<file path="config.mk">
export PLATFORM = sky130hd
export DESIGN_NAME = pll_word_calc
export DESIGN_NICKNAME = d
export VERILOG_FILES = /design/src/rtl/pll_calc_pkg.sv /design/src/rtl/pll_ref_range.sv /design/src/rtl/pll_restoring_div.sv /design/src/rtl/pll_word_pack.sv /design/src/rtl/pll_word_calc.sv
export SDC_FILE = /design/constraint.sdc
export NUM_CORES = 1
export LEC_CHECK = 0
export BUFFER_PORTS_ARGS = -buffer_cell sky130_fd_sc_hd__buf_2
export CAP_MARGIN = 25
export CORE_AREA = 2 2 129 143
export DETAILED_ROUTE_END_ITERATION = 6
export DIE_AREA = 0 0 131 145
export HOLD_SLACK_MARGIN = 0.12
export SYNTH_ARGS = -nofsm -noshare
export SYNTH_HDL_FRONTEND = slang
export SYNTH_SLANG_ARGS = --single-unit
</file>
<file path="constraint.sdc">
create_clock -name clk_i -period 7.6 [get_ports clk_i]
set_input_delay 0.76 -clock clk_i [delete_from_list [all_inputs] [get_ports clk_i]]
set_output_delay 0.76 -clock clk_i [all_outputs]
set_load 0.03 [all_outputs]
</file>
<file path="src/rtl/pll_calc_pkg.sv">
package pll_calc_pkg;
   localparam int NDIV_W      = 7;
   localparam int FRAC_W      = 16;
   localparam int WORD_W      = 32;
   localparam int NDIV_LSB    = 0;
   localparam int FRAC_LSB    = 10;
   localparam int BIT_ENABLE  = 26;
   localparam int BIT_STRBYP  = 28;
   localparam int BIT_FRACCTL = 29;
   localparam int BIT_DITH0   = 30;
   localparam int BIT_DITH1   = 31;

   typedef struct packed {
      logic [NDIV_W-1:0] ndiv;
      logic [FRAC_W-1:0] frac;
   } pll_div_t;
endpackage

</file>
<file path="src/rtl/pll_ref_range.sv">
module pll_ref_range #(
   parameter int              FIN_W  = 32,
   parameter longint unsigned MIN_HZ = 64'd19_200_000,
   parameter longint unsigned MAX_HZ = 64'd38_400_000
) (
   input  logic [FIN_W-1:0] fref_i,
   output logic             ok_o
);
   localparam longint unsigned FIN_MAX = (64'd1 << FIN_W) - 64'd1;
   localparam logic [FIN_W-1:0] LO = FIN_W'(MIN_HZ);
   localparam logic [FIN_W-1:0] HI = FIN_W'(MAX_HZ);

   logic lo_ok, hi_ok;

   generate
      if (MIN_HZ == 64'd0) begin : g_no_lo
         assign lo_ok = 1'b1;
      end else begin : g_lo
         assign lo_ok = (fref_i >= LO);
      end
      if (MAX_HZ >= FIN_MAX) begin : g_no_hi
         assign hi_ok = 1'b1;
      end else begin : g_hi
         assign hi_ok = (fref_i <= HI);
      end
   endgenerate

   assign ok_o = lo_ok && hi_ok;
endmodule

</file>
<file path="src/rtl/pll_restoring_div.sv">
module pll_restoring_div #(
   parameter int DVD_W = 48,
   parameter int DVS_W = 33,
   parameter int Q_W   = 23
) (
   input  logic             clk_i,
   input  logic             rst_n_i,
   input  logic             load_i,
   input  logic [DVD_W-1:0] dividend_i,
   input  logic [DVS_W-1:0] divisor_i,
   output logic             busy_o,
   output logic             fin_o,
   output logic [Q_W-1:0]   quot_o
);
   localparam int CNT_W = $clog2(DVD_W + 1);
   localparam logic [CNT_W-1:0] LAST = CNT_W'(DVD_W - 1);

   generate
      if (Q_W > DVD_W) begin : g_bad_qw
         $error("quotient slice wider than dividend");
      end
   endgenerate

   logic [DVD_W-1:0] work_q;
   logic [DVS_W-1:0] rem_q, dvs_q;
   logic [CNT_W-1:0] cnt_q;
   logic             busy_q, fin_q;
   logic [Q_W-1:0]   quot_q;

   logic [DVS_W:0]   trial, diff;
   logic             ge;
   logic [DVS_W-1:0] rem_nx;
   logic [DVD_W-1:0] work_nx;

   always_comb begin
      trial   = {rem_q, work_q[DVD_W-1]};
      ge      = (trial >= {1'b0, dvs_q});
      diff    = trial - {1'b0, dvs_q};
      rem_nx  = ge ? diff[DVS_W-1:0] : trial[DVS_W-1:0];
      work_nx = {work_q[DVD_W-2:0], ge};
   end

   always_ff @(posedge clk_i or negedge rst_n_i) begin
      if (!rst_n_i) begin
         work_q <= '0;
         rem_q  <= '0;
         dvs_q  <= '0;
         cnt_q  <= '0;
         busy_q <= 1'b0;
         fin_q  <= 1'b0;
         quot_q <= '0;
      end else begin
         fin_q <= 1'b0;
         if (!busy_q) begin
            if (load_i) begin
               work_q <= dividend_i;
               rem_q  <= '0;
               dvs_q  <= divisor_i;
               cnt_q  <= '0;
               busy_q <= 1'b1;
            end
         end else begin
            work_q <= work_nx;
            rem_q  <= rem_nx;
            cnt_q  <= cnt_q + 1'b1;
            if (cnt_q == LAST) begin
               busy_q <= 1'b0;
               fin_q  <= 1'b1;
               quot_q <= work_nx[Q_W-1:0];
            end
         end
      end
   end

   assign busy_o = busy_q;
   assign fin_o  = fin_q;
   assign quot_o = quot_q;

   assert_load_starts_R7: assert property (@(posedge clk_i) disable iff (!rst_n_i)
      (load_i && !busy_o) |=> busy_o);
   assert_fin_closes_busy_R7: assert property (@(posedge clk_i) disable iff (!rst_n_i)
      fin_o |-> (!busy_o && $past(busy_o)));
   assert_count_bounded_R7: assert property (@(posedge clk_i) disable iff (!rst_n_i)
      busy_q |-> (cnt_q <= LAST));
   assert_nonzero_divisor_R6: assert property (@(posedge clk_i) disable iff (!rst_n_i)
      (load_i && !busy_o) |-> (divisor_i != '0));
endmodule

</file>
<file path="src/rtl/pll_word_pack.sv">
module pll_word_pack
   import pll_calc_pkg::*;
(
   input  pll_div_t            div_i,
   output logic [WORD_W-1:0]   word_o
);
   always_comb begin
      word_o = '0;
      word_o[BIT_DITH1]  = 1'b1;
      word_o[BIT_DITH0]  = 1'b1;
      word_o[BIT_STRBYP] = 1'b1;
      word_o[BIT_ENABLE] = 1'b0;
      word_o[NDIV_LSB +: NDIV_W] = div_i.ndiv;
      if (div_i.frac != '0) begin
         word_o[BIT_FRACCTL] = 1'b1;
         word_o[FRAC_LSB +: FRAC_W] = div_i.frac;
      end
   end
endmodule

</file>
<file path="src/rtl/pll_word_calc.sv">
module pll_word_calc
   import pll_calc_pkg::*;
#(
   parameter int              FIN_W       = 32,
   parameter longint unsigned FVCO_HZ     = 64'd2_880_000_000,
   parameter longint unsigned FREF_MIN_HZ = 64'd19_200_000,
   parameter longint unsigned FREF_MAX_HZ = 64'd38_400_000
) (
   input  logic              clk_i,
   input  logic              rst_n_i,
   input  logic              start_i,
   input  logic [FIN_W-1:0]  fref_hz_i,
   output logic              done_o,
   output logic              err_o,
   output logic [6:0]        ndiv_o,
   output logic [15:0]       frac_o,
   output logic [31:0]       word_o
);
   localparam int DVS_W = FIN_W + 1;
   localparam int DVD_W = $clog2(FVCO_HZ + 64'd1) + FRAC_W;
   localparam int Q_W   = NDIV_W + FRAC_W;
   localparam logic [DVD_W-1:0] DIVIDEND = DVD_W'(FVCO_HZ << FRAC_W);
   localparam logic [NDIV_W-1:0] NDIV_LO = NDIV_W'(FVCO_HZ / (64'd2 * FREF_MAX_HZ));
   localparam logic [NDIV_W-1:0] NDIV_HI = NDIV_W'(FVCO_HZ / (64'd2 * FREF_MIN_HZ));

   generate
      if (FREF_MIN_HZ == 64'd0 || FREF_MIN_HZ > FREF_MAX_HZ) begin : g_bad_window
         $error("reference window must be non-empty and exclude zero");
      end
      if ((FVCO_HZ / (64'd2 * FREF_MIN_HZ)) >= (64'd1 << NDIV_W)) begin : g_bad_ndiv
         $error("integer divider overflows its field");
      end
      if (DVD_W > 64) begin : g_bad_dvd
         $error("dividend too wide");
      end
   endgenerate

   logic     range_ok, div_busy, div_fin, accept, err_q;
   logic [Q_W-1:0] quot;
   pll_div_t result;

   pll_ref_range #(
      .FIN_W  (FIN_W),
      .MIN_HZ (FREF_MIN_HZ),
      .MAX_HZ (FREF_MAX_HZ)
   ) range_i (
      .fref_i (fref_hz_i),
      .ok_o   (range_ok)
   );

   assign accept = start_i && !div_busy;

   pll_restoring_div #(
      .DVD_W (DVD_W),
      .DVS_W (DVS_W),
      .Q_W   (Q_W)
   ) div_i (
      .clk_i      (clk_i),
      .rst_n_i    (rst_n_i),
      .load_i     (accept && range_ok),
      .dividend_i (DIVIDEND),
      .divisor_i  ({fref_hz_i, 1'b0}),
      .busy_o     (div_busy),
      .fin_o      (div_fin),
      .quot_o     (quot)
   );

   always_ff @(posedge clk_i or negedge rst_n_i) begin
      if (!rst_n_i) err_q <= 1'b0;
      else          err_q <= accept && !range_ok;
   end

   assign result.ndiv = quot[FRAC_W +: NDIV_W];
   assign result.frac = quot[FRAC_W-1:0];

   pll_word_pack pack_i (
      .div_i  (result),
      .word_o (word_o)
   );

   assign ndiv_o = result.ndiv;
   assign frac_o = result.frac;
   assign done_o = err_q | div_fin;
   assign err_o  = err_q;

   assert_fin_one_cycle_R7: assert property (@(posedge clk_i) disable iff (!rst_n_i)
      div_fin |=> !div_fin);
   assert_err_keeps_word_R6: assert property (@(posedge clk_i) disable iff (!rst_n_i)
      err_o |-> $stable(word_o));
   assert_fracctl_tracks_R5: assert property (@(posedge clk_i) disable iff (!rst_n_i)
      (done_o && !err_o) |-> (word_o[BIT_FRACCTL] == (frac_o != '0)));
   assert_ndiv_window_R2: assert property (@(posedge clk_i) disable iff (!rst_n_i)
      div_fin |-> (ndiv_o >= NDIV_LO && ndiv_o <= NDIV_HI));
   assert_fixed_bits_R4: assert property (@(posedge clk_i) disable iff (!rst_n_i)
      done_o |-> (word_o[BIT_DITH1] && word_o[BIT_DITH0] && word_o[BIT_STRBYP] && !word_o[BIT_ENABLE]));
   assert_busy_start_no_err_R8: assert property (@(posedge clk_i) disable iff (!rst_n_i)
      (start_i && div_busy) |=> !err_o);
endmodule

</file>
==> impl_results.md <==
- Initial cell density of the core: 44.3%
- CTS tree: built
- Commonest non-fill, non-tap cell in the layout: dfrtp_1
- Cts repair resizes: 0
- Finished Layout Cells: 1090
- Clock Skews: 8.12 ps
- Critical path data required time: 7910 ps
- Maximum vdd drop: 0.176 mV
- Hold Path Class: in -> async
- Multi-input combinational cell area: 3640 sq um
- Top cells by area, synth: dfrtp_1 47%, a22o_1 6.6%, ha_1 5.3%
- Setup bufs post-CTS: 0
- Inserted Diodes: 0
- Rows: 51
- Most frequent cells in the layout: 144 x dfrtp_1, 82 x buf_2, 78 x o21ai_0
- Die area: 19000 sq um
- Via count: 5893
- Clock latency on the worst-skew pair: 420 ps
- Outcome: completed
- Gr usage total: 18.6%
- Wirelength per Cell: 15.5 um
- Final WL: 16.9 mm
- Hpwl dp: 11.6 mm
- Synth area leader: dfrtp_1
- Switching share of power: 32.7%
- Synthesized area: 7780 sq um
- Post-Route Utilization: 50.3%
- DRT iter0 DRCs: 418
- Final setup TNS: 0 ps
- EDFF count, synth: 0
- Die Height: 145 um
- Critical path class: in -> reg
- Post-Synth Simple-Gate Area: 11.5%
- Worst Max-Slew Pin Slew: 959 ps
- Synth Instances: 796
- CTS Buf Count: 17
- Power Dens Cells: 282 nW/um^2
- # nets final: 908
- CP max FO: 60
- Largest family of logic cells by synthesized area: compound AO/OA/AOI/OAI gates
- Crit path buf inv count: 1
- Max-cap violation count: 0
- Ports: 92
- DRC Markers: 0
- Flop pwr share: 41.6%
- Compound-Gate Fraction of Synth Area: 21.3%
- H-tree Lvls: 4
- Synthesized flop and latch total: 145
- CP top delay family: simple AND/OR/NAND/NOR gates
- Finished Cell Area: 8830 sq um
- Grt total ovfl: 0
- Worst-path cell chain: buf_2 -> nor4_1 -> nand3_1 -> nand4_1 -> a41oi_1 -> nor4_1 -> and3b_2 -> mux2_2
- Vias per std cell: 5.41
- Clock power share: 33.0%
- Dpl cells: 1057
- Root Buffer: clkbuf_16
- Crit path top cell by count: nor4_1
- Part of the power in combinational logic: 25.4%
- Psw: 813 uW
- Count of pins over their slew limit: 0
- Post-DP Area: 8230 sq um
- Synth warnings: 0
- Leakage: 0.00433 uW
- Clock transition at path regs: 60 ps
- Register area share after synthesis: 46.6%
- Sink Count: 145
- Crit path max-delay cell type: and3b_2
- Post-Synth Adder-Cell Area: 5.56%
- Port Buffer Count: 83
- Final min period: 3520 ps
- Ys async rst share: 100%
- Max Freq: 0.284 GHz
- Vias in the first global route: 5921
- Power, Total: 2490 uW
- Area Overhead vs Synth: 13.5%
- Synth Area in XOR/XNOR: 3.38%
- Rel. slew slack: 36.1%
- RSZ-0062 raised after global routing: false
- Largest net degree at the start of global routing: 94
- Synth unique cells: 60
- Finish-stage setup viols: 0
- Register area: 3630 sq um
- First-pass iteration count of the detailed router: 7
- Mean post-synth cell area: 9.78 sq um
- Final worst-path cycle share: 46.3%
- Internal power: 1680 uW
- Worst path max stage delay: 950 ps
- Filler cells: 1602
- Final antenna-violating net count: 0
- Critical path endpoint category: register
- Synth Flop Type: dfrtp_1
- Ratio of cells with drive above 1 in the final layout: 18.9%
- Clock buffer depth: 2
- CP Data Arrival Time: 3820 ps
- CTS Hold Bufs: 0
- Die Wd: 131 um
- Wire length of the first global-routing pass: 28.6 mm
- Post-synth top area share: 46.6%
- CORE AREA: 17500 sq um
- Fin. Hold Viols: 0
- Mux cell area share after synthesis: 4.44%
- Initial antenna violation count: 0
- GPL Wtd Cong: 0.878
- CP Launch Type: primary input
## worst reg2reg max path, cell delays in order (launching register included)
cell      delay (ps)
dfrtp_1          400
ha_1             370
a21o_1           250
a211oi_1         340
a32oi_1          230
and3b_1          230
a211oi_1         210
nand2b_1         120
buf_4            450
nand2b_1         500
o21ai_0          180
## registers in the layout, summed over array words and instances, names as in the netlist
name / flops
div_i.work_q: 48
div_i.rem_q: 33
div_i.dvs_q: 32
div_i.quot_o: 23
div_i.cnt_q: 6
div_i.busy_o: 1
div_i.fin_o: 1
err_o: 1
## area by class of cell
type                    instances  share of cell area [%]
clock buffers                  18                    4.97
clock inverters                14                    1.61
inverters                      52                    2.21
multi-input cells             534                    41.2
flip-flops and latches        145                    41.1
well taps                     238                    3.37
repair buffers                 89                    5.51
## power groups by stage
| stage | combinational [uW] | clock [uW] | sequential (uW) |
|---|---|---|---|
| after global placement | 607 | 0 | 1040 |
| after detailed placement | 626 | 0 | 1050 |
| after global routing | 719 | 869 | 1060 |
| final | 631 | 821 | 1040 |
| after CTS | 631 | 840 | 1040 |
| after floorplan | 505 | 0 | 1020 |
## metal layers
layer / GRT usage (%) / wire, um
met2: 30.2 / 8090
met3: 3.91 / 576
met1: 25.0 / 7930
met4: 5.43 / 311
met5: 0 / 0
## path summary, 6_finish.rpt
check                                                  from                           end  cells past startpoint  slack, ps
max in group asynchronous                           rst_n_i  div_i.work_q[31]$_DFFE_PN0P_                      2       6020
worst min-delay path                                rst_n_i   div_i.dvs_q[10]$_DFFE_PN0P_                      1        400
min in group clk_i              div_i.dvs_q[32]$_DFFE_PN0P_   div_i.dvs_q[32]$_DFFE_PN0P_                      2        490
worst max register to register  div_i.rem_q[12]$_DFFE_PN0P_   div_i.rem_q[28]$_DFFE_PN0P_                     10       4170
worst min register to register  div_i.dvs_q[32]$_DFFE_PN0P_   div_i.dvs_q[32]$_DFFE_PN0P_                      2        490
worst max-delay path                           fref_hz_i[7]    div_i.dvs_q[1]$_DFFE_PN0P_                      8       4080
## cell usage after synthesis (3+ instances only)
cell,number
buf_2,5
or2_2,3
a21o_1,9
mux2_2,28
buf_6,3
o21ai_0,78
nand2_1,71
nor3_1,5
o21a_1,6
nand2b_1,10
a31oi_1,10
nor2_1,35
ha_1,33
a211oi_1,4
nand3_1,6
nor4_1,11
nand4_1,6
a22oi_1,4
a22o_1,59
xor2_1,16
clkbuf_1,46
and2_1,4
o211ai_1,3
o21bai_1,4
buf_4,15
inv_1,52
xnor2_1,14
a32oi_1,10
a21oi_1,45
nor2b_1,15
or4_1,3
dfrtp_1,145
## kinds of logic (layout without fill, tap and decap cells)
logic type / Yosys count / in the layout
AOI/OAI and AO/OA: 249 / 249
and+or+nand+nor: 183 / 183
DFF: 145 / 145
buffers and inverters: 123 / 173
adders and majority gates: 34 / 34
xor gates and xnor gates: 30 / 30
muxes: 30 / 30
other: 2 / 8
## stage by stage
step / worst slack (ps) / hold slack [ps]
2_1_floorplan: 4860 / 464
3_3_place_gp: 3690 / 479
3_5_place_dp: 3610 / 482
4_1_cts: 4030 / 437
5_1_grt: 3810 / 473
6_report: 4080 / 399
No activity file was read; power rests on OpenSTA's default activity.
